$ cat src/rtl/pk_pkg.sv
package pk_pkg;

  // Packed pixel depth codes; the code value is log2 of the bit count
  typedef enum logic [1:0] {
    DEPTH_1 = 2'b00,
    DEPTH_2 = 2'b01,
    DEPTH_4 = 2'b10,
    DEPTH_8 = 2'b11
  } depth_e;

endpackage

$ cat src/rtl/pk_slice.sv
// Reduces a sample to the selected depth and places it in its slot of the byte
module pk_slice
  import pk_pkg::*;
#(
  parameter int BYTE_W = 8,
  parameter int CNT_W  = $clog2(BYTE_W)
) (
  input  depth_e              depth,
  input  logic [BYTE_W-1:0]   sample,
  input  logic [CNT_W-1:0]    slot,
  output logic [BYTE_W-1:0]   placed,
  output logic                last_slot
);
  localparam int N_DEPTH = $clog2(BYTE_W) + 1;

  logic [BYTE_W-1:0] cand      [N_DEPTH];
  logic              cand_last [N_DEPTH];

  for (genvar g = 0; g < N_DEPTH; g++) begin : g_depth
    localparam int BITS = 1 << g;
    localparam int PPB  = BYTE_W / BITS;
    logic [CNT_W-1:0] pos;
    assign pos          = slot & CNT_W'(PPB - 1);
    // earliest slot lands in the most significant bits
    assign cand[g]      = BYTE_W'(sample[BYTE_W-1 -: BITS]) << (BYTE_W - BITS * (int'(pos) + 1));
    assign cand_last[g] = (pos == CNT_W'(PPB - 1));
  end

  assign placed    = cand[depth];
  assign last_slot = cand_last[depth];
endmodule

$ cat src/rtl/pk_wide_split.sv
// Splits a wide sample into a high and a low byte
module pk_wide_split #(
  parameter int WIDE_W = 12,
  parameter int BYTE_W = 8
) (
  input  logic [WIDE_W-1:0] sample,
  input  logic              w12,
  output logic [BYTE_W-1:0] hi_byte,
  output logic [BYTE_W-1:0] lo_byte
);
  localparam int HI_BITS  = WIDE_W - BYTE_W;
  localparam int NARROW_W = WIDE_W - 2;
  localparam int PAD      = WIDE_W - NARROW_W;

  logic [BYTE_W-1:0] hi12, lo12, hi10, lo10;

  // 12-bit: high nibble right-aligned, then the low eight bits
  assign hi12 = BYTE_W'(sample[WIDE_W-1 -: HI_BITS]);
  assign lo12 = sample[BYTE_W-1:0];
  // 10-bit: the whole value is shifted up by two
  assign hi10 = BYTE_W'(sample[NARROW_W-1 -: HI_BITS]);
  assign lo10 = {sample[NARROW_W-HI_BITS-1:0], {PAD{1'b0}}};

  assign hi_byte = w12 ? hi12 : hi10;
  assign lo_byte = w12 ? lo12 : lo10;
endmodule

$ cat src/rtl/pk_out_stage.sv
// Output byte register with one pending slot for the second wide byte
module pk_out_stage #(
  parameter int BYTE_W = 8
) (
  input  logic              clk,
  input  logic              rst_n,
  input  logic              push,
  input  logic              push_two,
  input  logic [BYTE_W-1:0] byte_a,
  input  logic [BYTE_W-1:0] byte_b,
  output logic              can_take,
  input  logic              m_ready,
  output logic              m_valid,
  output logic [BYTE_W-1:0] m_data
);
  logic              pend_v;
  logic [BYTE_W-1:0] pend_d;
  logic              out_free;

  assign out_free = !m_valid || m_ready;
  assign can_take = out_free && !pend_v;

  always_ff @(posedge clk or negedge rst_n) begin
    if (!rst_n) begin
      m_valid <= 1'b0;
      m_data  <= '0;
      pend_v  <= 1'b0;
      pend_d  <= '0;
    end else if (push) begin
      m_valid <= 1'b1;
      m_data  <= byte_a;
      pend_v  <= push_two;
      pend_d  <= byte_b;
    end else if (out_free) begin
      if (pend_v) begin
        m_valid <= 1'b1;
        m_data  <= pend_d;
        pend_v  <= 1'b0;
      end else begin
        m_valid <= 1'b0;
      end
    end
  end
endmodule

$ cat src/rtl/pix_pack_fmt.sv
module pix_pack_fmt
  import pk_pkg::*;
#(
  parameter int BYTE_W = 8,
  parameter int WIDE_W = 12
) (
  input  logic              clk,
  input  logic              rst_n,
  input  logic              cfg_wide,
  input  logic              cfg_w12,
  input  logic [1:0]        cfg_depth,
  input  logic              s_valid,
  output logic              s_ready,
  input  logic [WIDE_W-1:0] s_data,
  input  logic              s_eol,
  output logic              m_valid,
  input  logic              m_ready,
  output logic [BYTE_W-1:0] m_data
);
  localparam int CNT_W = $clog2(BYTE_W);

  logic [BYTE_W-1:0] acc;
  logic [CNT_W-1:0]  cnt;
  logic [BYTE_W-1:0] placed, merged, hi_b, lo_b;
  logic              last_slot, accept, emit, push, can_take;

  pk_slice #(.BYTE_W(BYTE_W), .CNT_W(CNT_W)) u_slice (
    .depth    (depth_e'(cfg_depth)),
    .sample   (s_data[BYTE_W-1:0]),
    .slot     (cnt),
    .placed   (placed),
    .last_slot(last_slot)
  );

  pk_wide_split #(.WIDE_W(WIDE_W), .BYTE_W(BYTE_W)) u_split (
    .sample (s_data),
    .w12    (cfg_w12),
    .hi_byte(hi_b),
    .lo_byte(lo_b)
  );

  assign s_ready = can_take;
  assign accept  = s_valid && can_take;
  assign merged  = acc | placed;
  assign emit    = accept && !cfg_wide && (last_slot || s_eol);
  assign push    = emit || (accept && cfg_wide);

  pk_out_stage #(.BYTE_W(BYTE_W)) u_out (
    .clk     (clk),
    .rst_n   (rst_n),
    .push    (push),
    .push_two(cfg_wide),
    .byte_a  (cfg_wide ? hi_b : merged),
    .byte_b  (lo_b),
    .can_take(can_take),
    .m_ready (m_ready),
    .m_valid (m_valid),
    .m_data  (m_data)
  );

  // partial-byte accumulator for packed mode
  always_ff @(posedge clk or negedge rst_n) begin
    if (!rst_n) begin
      acc <= '0;
      cnt <= '0;
    end else if (accept && !cfg_wide) begin
      if (emit) begin
        acc <= '0;
        cnt <= '0;
      end else begin
        acc <= merged;
        cnt <= cnt + 1'b1;
      end
    end
  end
endmodule

$ cat config.mk
export PLATFORM = sky130hd
export DESIGN_NAME = pix_pack_fmt
export DESIGN_NICKNAME = d
export VERILOG_FILES = /design/src/rtl/pk_pkg.sv /design/src/rtl/pk_slice.sv /design/src/rtl/pk_wide_split.sv /design/src/rtl/pk_out_stage.sv /design/src/rtl/pix_pack_fmt.sv
export SDC_FILE = /design/constraint.sdc
export NUM_CORES = 1
export LEC_CHECK = 0
export BUFFER_PORTS_ARGS = -buffer_cell sky130_fd_sc_hd__buf_2
export CORE_MARGIN = 2
export CORE_UTILIZATION = 51
export DETAILED_ROUTE_END_ITERATION = 10
export GPL_ROUTABILITY_DRIVEN = 0
export PLACE_DENSITY = 0.76
export SLEW_MARGIN = 30
export SYNTH_ARGS = -nofsm -noshare
export SYNTH_HDL_FRONTEND = slang
export SYNTH_SLANG_ARGS = --single-unit
$ cat constraint.sdc
create_clock -name clk -period 2.3 [get_ports clk]
set_clock_uncertainty 0.2 [all_clocks]
set_input_delay 0.115 -clock clk [delete_from_list [all_inputs] [get_ports clk]]
set_output_delay 0.115 -clock clk [all_outputs]
set_load 0.01 [all_outputs]
==> summary.md <==
| Metric | Value |
|---|---|
| Status | completed |
| Peak supply drop | around 0.00065 V |
| CTS sink cnt | 29 |
| Placeable Area | ~3600 sq um |
| Area of the mapped netlist | approximately 1900 sq um |
| CP delay by family, top | compound AO/OA/AOI/OAI gates |
| Setup tns final | 0 ns |
| CTS Buf Count | 5 |
| GRT Residual Overflow | 0 |
| DP Area | roughly 2100 sq um |
| Initial core utilization | 52.3% |
| Hold Path Class | in2reg |
| Kind of end point of the critical path | flip-flop |
| N_diodes | 0 |
| Req. time, crit path | 2.28 ns |
| Core Rows | 22 |
| First-pass GRT wire length | 8220 um |
| Asr flop ratio synth | 100% |
| Fin area | 2360 sq um |
| Worst skew pair latency | between 0.2 and 0.3 ns |
| H-Tree Depth | 2 |
| CP startpoint kind | flip-flop |
| Final cell count without fillers | 301 |
| I/O Pins | 31 |
| Post-DRT Antenna Nets | 0 |
| Worst Path Buf+Inv | 0 |
| DRT iter0 DRCs | 131 |
| Post-Syn Nets | 230 |
| Clock transition at path regs | 0.07 ns |
| Leak pwr | 1.10 nW |
| Final count of hold timing violations | 0 |
| Worst path slowest cell | dfrtp_1 |
| Fillers | 312 |
| Max Slew Vio Count | 0 |
| Pin count of the biggest net entering global routing | 30 |
| Clock network fraction of design power | 30.5% |
| Final setup margin | between 0.1 and 0.15 ns |
| Synthesized netlist cell count | approximately 200 |
| Height of the chip | 65.0 um |
| Power Density | ~900 nW/um^2 |
| Final core utilization | 65.0% |
| Fin nets | 276 |
| Internal power | 1.40 mW |
| Crit path kind | reg2reg |
| Routed WL | approximately 4900 um |
| Most common cell in the netlist | dfrtp_1 |
| Yosys top cell by area | dfrtp_1 |
| Clock buffer depth | 2 |
| Vias in the first global route | 1,692 |
| CP max FO | 14 |
| Post-CTS Setup Repair Bufs | 0 |
| Dpl ws | -0.00510 ns |
| Inst Count DP | ~280 |
| Worst Path Arrival | 2.17 ns |
| Critical path cell sequence | ha_1 > nor4b_2 > a21o_2 > a21o_4 > nand2_1 > o21a_1 |
| Vias per cell | 5.95 |
| Overall routing resource usage | 25.9% |
| Yosys top cell area share | 38.2% |
| Sw Share | 32.8% |
| Routed vias | 1,792 |
| Post-synthesis cell type count | 58 |
| Switch Pwr | 684 uW |
| Synth top area cells | dfrtp_1, mux2i_1, nand2_1 |
| Worst-margin pin slew | 0.673 ns |
| Syn avg cell area | 9.23 sq um |
| CTS tree | built |
| Syn-to-layout area delta | 24.3% |
| Die W | approximately 65 um |
| Max Cap Viol | 0 |
| Flop pwr share | 34.6% |
| Max transition margin | 55.1% |
| Die ar. | 4230 sq um |
| Dominant synthesized flop cell | dfrtp_1 |
| Fmax | about 0.46 GHz |
| DRC Markers | 0 |
| Root Buffer | clkbuf_8 |
| Final min period | approximately 2.2 ns |
| Initial antenna violation count | 0 |
| Logic pwr share | between 30% and 40% |
| Crit share post-route | between 90% and 100% |
| Number of flops mapped to enable cells by yosys | 0 |
| Setup Viol. Count Final | 0 |
| Post-synth top cells | dfrtp_1, nand2_1, mux2i_1, nor2_1, o21ai_1 |
| Register area share after synthesis | a little under two fifths |
| WL/cell | 16.4 um |
| Pre-Repair DR Iteration Count | 4 |
| CP max stage delay | 0.43 ns |
| YS warnings | 0 |
| Port Buf Inserts | 30 |
| RSZ-0062 raised after global routing | no |
| Layout cells sized above 1 | between 20% and 30% |
| Yosys reg bits | 29 |
| Detailed placer's ending HPWL | 3510 um |
==> worst paths after layout <==
kind | start | slack, ns | depth (start not counted) | end
worst min-delay path | s_data[5] | 0.0008 | 3 | u_out.pend_d[7]
max in group asynchronous | rst_n | 1.27 | 2 | acc[7]
min in group asynchronous | rst_n | 0.19 | 2 | u_out.pend_d[4]
worst max register to register | cnt[0] | 0.11 | 6 | u_out.m_data[7]
worst min register to register | u_out.pend_d[2] | 0.30 | 2 | u_out.pend_d[2]
worst max-delay path | cnt[0] | 0.11 | 6 | u_out.m_data[7]
==> metrics by stage <==
step                power, mW  hold WS [ns]
global route             2.20        0.0297
floorplan                1.19        -0.381
finish                   2.09      0.000802
detailed placement       1.42       -0.0128
CTS                      2.08        0.0105
global placement         1.41       -0.0150
==> layout make-up <==
type / instances / area (sq um) / area share [%]
Multi-Input combinational cell: 161 / 1090 / 46.3
Sequential cell: 29 / 726 / 30.7
Timing Repair Buffer: 51 / 333 / 14.1
Clock buffer: 5 / 68.8 / 2.91
Clock inverter: 3 / 65.1 / 2.75
Tap cell: 48 / 60.1 / 2.54
Inverter: 4 / 15.0 / 0.636
==> flip-flops by register name (all words and copies together) (netlist names) <==
signal and cells:
acc 8, u_out.m_data 8, u_out.pend_d 8, u_out.pend_v 1, cnt 3, u_out.m_valid 1
==> cells by family (layout without fill, tap and decap cells) <==
family	count (synthesis)	after routing	synth area share, %
AND/OR/NAND/NOR	74	74	20.5
AO/OA/AOI/OAI	66	66	24.1
flip-flops	29	29	38.2
multiplexers	16	16	8.56
buffers and inverters	16	63	4.74
adder cells (fa/ha/maj)	3	3	1.98
XOR/XNOR	2	2	1.91
==> power by group through the flow <==
stage                     clock network, mW  registers [mW]  logic, mW
after floorplan                           0           0.744      0.443
after global routing                  0.661           0.739      0.804
after global placement                    0           0.724      0.687
after CTS                             0.643           0.723      0.719
final                                 0.636           0.723      0.728
after detailed placement                  0           0.731      0.694
==> cells in the final DEF, fill, tap and decap left out, types with 3 or more instances in the layout <==
master,netlist,layout
o21ai_1,13,13
nor3_1,5,5
buf_2,6,30
nor2_1,14,14
a31oi_1,6,6
o211ai_1,4,4
dfrtp_1,29,29
a211o_1,3,3
mux2i_1,14,14
nand2_1,24,24
nor2b_1,3,3
nand2b_1,4,4
inv_1,3,3
clkbuf_8,0,5
nand3_1,5,5
a21oi_1,11,11
o21ai_0,4,4
buf_4,2,11
dlygate4sd3_1,0,10
==> metal layers <==
layer	wire length [um]	vias to the layer above	track usage, %
li1	-	861	-
met1	2250	866	34.9
met2	2320	59	41.4
met3	295	6	5.21
met4	79	0	9.38
met5	0	-	0
==> timing repair <==
action	in CTS	in global routing
endpoints found under the hold margin	37	0
hold buffers	10	0
gates resized for setup	1	2
endpoints found under the setup margin	1	5
gates cloned	0	0
pin swaps	0	1
==> worst reg2reg max path: cells and delay by family, from the launching register on <==
kind                     cells  cell delay, ns
AO/OA/AOI/OAI                3            0.61
adder cells (fa/ha/maj)      1            0.32
flip-flops                   1            0.43
AND/OR/NAND/NOR              2            0.52
(Power assumes the default switching activity.)
